<file path="src/rtl/spi_burst_eng.sv">
module spi_burst_eng #(
  parameter int CW  = 24,
  parameter int NCS = 4,
  parameter int W   = 8
) (
  input  logic                 clk,
  input  logic                 rst_n,
  input  logic                 tick_i,
  input  logic                 cpol_i,
  input  logic                 cpha_i,
  input  logic                 lsb_first_i,
  input  logic                 rx_drop_i,
  input  logic                 cs_hi_i,
  input  logic [((NCS>1)?$clog2(NCS):1)-1:0] cs_idx_i,
  input  logic                 cs_man_i,
  input  logic                 cs_lvl_i,
  input  logic [CW-1:0]        burst_len_i,
  input  logic [CW-1:0]        tx_len_i,
  input  logic                 start_i,
  input  logic                 irq_en_i,
  input  logic                 done_clr_i,
  output logic                 busy_o,
  output logic                 done_o,
  output logic                 irq_o,
  input  logic                 tx_empty_i,
  input  logic [W-1:0]         tx_byte_i,
  output logic                 tx_pop_o,
  output logic                 rx_push_o,
  output logic [W-1:0]         rx_byte_o,
  output logic                 sclk_o,
  output logic                 mosi_o,
  input  logic                 miso_i,
  output logic [NCS-1:0]       cs_o
);
  localparam int KW = $clog2(W);
  localparam int PW = KW + 1;
  localparam int IW = (NCS > 1) ? $clog2(NCS) : 1;

  typedef enum logic [1:0] {S_IDLE, S_LOAD, S_SHIFT} st_t;

  st_t          st;
  logic         cpol_q, cpha_q, lsb_q, drop_q, sck_t, mosi_q, done_q;
  logic [CW-1:0] burst_q, txl_q, idx;
  logic [PW-1:0] ph;
  logic [W-1:0] txb, rxb;

  function automatic logic pick(input logic [W-1:0] b, input logic [KW-1:0] k, input logic lsb);
    return lsb ? b[k] : b[W-1-int'(k)];
  endfunction

  wire          has_tx = idx < txl_q;
  wire          at_end = idx == burst_q;
  wire [W-1:0]  nb     = has_tx ? tx_byte_i : '0;
  wire          samp   = ~ph[0] ^ cpha_q;
  wire          last   = &ph;
  wire [KW-1:0] kn     = KW'((ph + PW'(1)) >> 1);
  wire [W-1:0]  rx_nxt = lsb_q ? {miso_i, rxb[W-1:1]} : {rxb[W-2:0], miso_i};

  assign busy_o   = st != S_IDLE;
  assign done_o   = done_q;
  assign irq_o    = done_q & irq_en_i;
  assign tx_pop_o = (st == S_LOAD) && !at_end && has_tx && !tx_empty_i;
  assign sclk_o   = (st == S_IDLE) ? cpol_i : (cpol_q ^ sck_t);
  assign mosi_o   = mosi_q;

  always_ff @(posedge clk or negedge rst_n) begin
    if (!rst_n) begin
      st <= S_IDLE;
      cpol_q <= 1'b0; cpha_q <= 1'b0; lsb_q <= 1'b0; drop_q <= 1'b0;
      burst_q <= '0; txl_q <= '0; idx <= '0; ph <= '0;
      sck_t <= 1'b0; mosi_q <= 1'b0; done_q <= 1'b0;
      txb <= '0; rxb <= '0;
      rx_push_o <= 1'b0; rx_byte_o <= '0;
    end else begin
      rx_push_o <= 1'b0;
      if (done_clr_i) done_q <= 1'b0;
      case (st)
        S_IDLE: if (start_i) begin
          cpol_q <= cpol_i; cpha_q <= cpha_i; lsb_q <= lsb_first_i; drop_q <= rx_drop_i;
          burst_q <= burst_len_i; txl_q <= tx_len_i; idx <= '0; sck_t <= 1'b0;
          st <= S_LOAD;
        end
        S_LOAD: begin
          if (at_end) begin
            done_q <= 1'b1;
            st <= S_IDLE;
          end else if (!has_tx || !tx_empty_i) begin
            txb <= nb;
            if (!cpha_q) mosi_q <= pick(nb, '0, lsb_q);
            ph <= '0;
            st <= S_SHIFT;
          end
        end
        S_SHIFT: if (tick_i) begin
          sck_t <= ~sck_t;
          ph <= ph + PW'(1);
          if (samp) rxb <= rx_nxt;
          if (!samp && !(!cpha_q && last)) mosi_q <= pick(txb, kn, lsb_q);
          if (last) begin
            rx_byte_o <= samp ? rx_nxt : rxb;
            rx_push_o <= !drop_q;
            idx <= idx + CW'(1);
            st <= S_LOAD;
          end
        end
        default: st <= S_IDLE;
      endcase
    end
  end

  for (genvar i = 0; i < NCS; i++) begin : g_cs
    assign cs_o[i] = (cs_idx_i != IW'(i)) ? ~cs_hi_i :
                     cs_man_i ? cs_lvl_i :
                     busy_o ? cs_hi_i : ~cs_hi_i;
  end
endmodule

</file>
<file path="config.mk">
export PLATFORM = sky130hd
export DESIGN_NAME = spi_burst_eng
export DESIGN_NICKNAME = d
export VERILOG_FILES = /design/src/rtl/spi_burst_eng.sv
export SDC_FILE = /design/constraint.sdc
export NUM_CORES = 1
export LEC_CHECK = 0
export ABC_AREA = 1
export BUFFER_PORTS_ARGS = -buffer_cell sky130_fd_sc_hd__buf_2
export CORE_UTILIZATION = 45
export DETAILED_ROUTE_END_ITERATION = 8
export GPL_ROUTABILITY_DRIVEN = 0
export PLACE_DENSITY_LB_ADDON = 0.05
export SLEW_MARGIN = 20
export SYNTH_ARGS = -nofsm -noshare
export SYNTH_HDL_FRONTEND = slang
export SYNTH_SLANG_ARGS = --single-unit
</file>
<file path="constraint.sdc">
create_clock -name clk -period 2.7 [get_ports clk]
set_clock_uncertainty 0.15 [all_clocks]
set_input_delay 0.405 -clock clk [delete_from_list [all_inputs] [get_ports clk]]
set_output_delay 0.405 -clock clk [all_outputs]
set_load 0.01 [all_outputs]
</file>
==> out/results.tsv <==
stage	metric	value	unit
outcome	run_status	finished, final reports clean	
yosys	seq_area_frac_synth	0.454	
yosys	yosys.area_share.adder	0.0516	
drt	via_per_inst	4.98	
timing	grt_setup_unrepaired	yes	
placed_design	dp_hpwl	10.1	mm
timing	finalMaxSlewViolations	0	
timing	tightestPinTransition	0.571	ns
setup_path	cpMaxStageDelayCell	dfrtp_1	
die	dieArea	0.0139	sq mm
yosys	muxShareOfSynthArea	0.0157	
yosys	synth.avg_cell_area	7.88	sq um
cts	cts.path.max_buffers	2	
cts	h-tree-depth	3	
yosys	synth_xor_area_frac	0.0419	
power_and_ir_drop	power_density	879	mW/mm^2
cts	cts.sinks	110	
drt	drtIter0Drc	306	
finish	num_antenna_cells	0	
yosys	synthCells	769	
setup_path	cp-end-kind	primary output	
yosys	synth_top_family_by_area	simple AND/OR/NAND/NOR gates	
drt	drt-pass1-iter-count	4	
finish	nets	981	
yosys	async_flop_share	1.00	
hold_path	hp-class	in2reg	
global_routing	grt_use_total	0.218	
yosys	synth_area	0.00606	sq mm
cts	root_buffer	clkbuf_16	
setup_path	critPathMaxFanout	6	
yosys	synth-edff-count	0	
drt	route.vias.total	5301	
setup_path	crit_buf_inv	3	
finish	drive_gt1_frac	0.234	
global_routing	antenna_found_initial	0	
finish	syn2layout_area_growth	23.1	%
timing	slew_headroom	0.618	
cts	clk_pin_slew	0.07	ns
die	initial_core_util	0.460	
yosys	synth_cell_type_count	44	
yosys	yosys_register_bits	110	
cts	cts_buffers	9	
yosys	synth_fp_nets	867	
timing	setup_violations	0	
timing	finalHoldViolCount	0	
die	num_rows	42	
run	cap_violations	0	
global_routing	grt-ovfl-total	0	
power_and_ir_drop	vdd_drop_max	392	uV
timing	min_period	2.62	ns
setup_path	cpMostUsedCell	nand2_2	
die	core	0.0132	sq mm
setup_path	cp.required	2.14	ns
timing	fin_crit_sh	0.972	
placed_design	portBuffers	91	
setup_path	startpoint_type	flip-flop	
setup_path	cp_cell_sequence	ha_4 > nand2_2 > nor2_4 > nand2_2 > nor3_4 > nand2_2 > nand4_1 > buf_6 > inv_2 > buf_6	
yosys	synth_compound_area_frac	0.110	
timing	fmax	381	MHz
yosys	synth-main-ff-cell	dfrtp_1	
drt	ant_nets	0	
setup_path	critical_path.max_stage_delay	0.43	ns
finish	fin_util	0.566	
setup_path	crit_family	simple AND/OR/NAND/NOR gates	
yosys	yosys.area_share.simple	0.258	
die	fp.dieW	118	um
die	io_pins	92	
yosys	yosys_warnings	0	
drt	avgRoutedWirePerCell	13.4	um
global_routing	grt_pass1_vias	5080	
cts	clock_latency	0.36	ns
global_routing	grt_max_degree	88	
global_routing	grt_pass1_wl	24.4	mm
power_and_ir_drop	p_leak	0.00375	uW
die	die_y	118	um
drt	drt-total-wl	14.3	mm
cts	cts_tree	done	
setup_path	path_class	reg2out	
setup_path	cp.arrival	2.07	ns
timing	fin_tns_setup	0	ns
drt	drc	0	
==> state kept, by name (all words and copies together), names as in the netlist, 2 cells and up <==
| name | cells |
|---|---|
| idx | 24 |
| st | 2 |
| txb | 8 |
| ph | 4 |
| txl_q | 24 |
| burst_q | 24 |
| rxb | 8 |
| rx_byte_o | 8 |
==> final cells by class <==
| type | count | area (sq um) |
|---|---|---|
| multi-input combinational | 551 | 3100 |
| timing repair buffer | 127 | 773 |
| fill | 1256 | 5730 |
| clock inverter | 6 | 62.6 |
| sequential | 110 | 2760 |
| clock buffer | 10 | 229 |
| tap | 176 | 220 |
| inverter | 84 | 318 |
==> layout by cell type (no fill, tap or decap), types with 5 or more instances in the layout <==
master     count
o211ai_1      10
nor2_1        35
nand3_1       30
nor2_4         7
buf_2         89
clkbuf_16      9
xnor2_1       21
nand2_2       15
ha_1          18
inv_2          5
o21ai_0       71
ha_4           7
xor2_1         6
inv_1         78
buf_4         31
mux2i_1        5
dfrtp_2        6
nand4_1       10
nand2_1      234
a21oi_1       27
dfrtp_1      104
nor3_1        10
nor2_2         8
==> layer usage <==
layer  track usage  wire length, um  vias up
met2         0.342             6470      114
met3        0.0436              567       13
met1         0.308             7090     2468
li1              -                -     2706
met4        0.0577              178        0
met5             0                0        -
==> through the flow <==
| step | setup WS [ns] | cells | power, uW | hold WS [ns] | instance area [sq um] |
|---|---|---|---|---|---|
| 2_1_floorplan | 0.609 | 769 | 4310 | -0.0406 | 6060 |
| 3_3_place_gp | 0.149 | 1029 | 4930 | 0.265 | 6790 |
| 3_5_place_dp | 0.0897 | 1029 | 4990 | 0.278 | 6790 |
| 4_1_cts | 0.00157 | 1051 | 6360 | 0.0613 | 7150 |
| 5_1_grt | -0.0197 | 1064 | 7130 | 0.0805 | 7460 |
| 6_report | 0.0761 | 1064 | 6560 | 0.0695 | 7460 |
==> cells in the mapped netlist (all sizes together), types with 3 or more instances <==
| master | instances | area [sq um] |
|---|---|---|
| buf | 8 | 42.5 |
| nor2 | 50 | 213 |
| mux2i | 5 | 50.1 |
| mux2 | 4 | 45.0 |
| o21ai | 73 | 365 |
| nor3 | 14 | 91.3 |
| clkbuf | 16 | 61.3 |
| ha | 25 | 313 |
| nand2 | 250 | 953 |
| a21oi | 28 | 144 |
| dfrtp | 110 | 2750 |
| inv | 83 | 314 |
| a31oi | 3 | 18.8 |
| nand4 | 10 | 62.6 |
| xnor2 | 23 | 201 |
| xor2 | 6 | 52.6 |
| or2 | 3 | 18.8 |
| nand3 | 34 | 188 |
| o211ai | 10 | 75.1 |
==> cell families (layout without fill, tap and decap cells) <==
kind of cell / Yosys count / count (layout)
adders and majority gates: 25 / 25
and+or+nand+nor: 366 / 366
DFF: 110 / 110
xor gates and xnor gates: 29 / 29
buffers and inverters: 108 / 227
AOI/OAI and AO/OA: 122 / 122
muxes: 9 / 9
==> power by group <==
part           internal, uW  total (uW)  switching [uW]
registers              2190        2560             368
clock network           717        1320             608
logic                  1080        2680            1600
total                  3990        6560            2570
==> worst paths after layout <==
kind	end	slack, ns	startpoint	cells past startpoint
max	tx_pop_o	0.08	idx[21]	10
min in group asynchronous	txl_q[14]	0.42	rst_n	2
min	done_o	0.07	done_clr_i	2
min reg2reg	rx_push_o	0.29	drop_q	1
max reg2reg	ph[3]	0.29	idx[21]	12
max in group asynchronous	idx[17]	1.19	rst_n	3
==> repair_timing <==
item,4_1_cts,5_1_grt
endpoints found under the hold margin,39,0
resized for setup,7,45
setup endpoints to repair,1,1
buffers inserted,5,13
pin swaps,4,15
hold buffers,1,0
No activity file was read; power rests on OpenSTA's default activity.
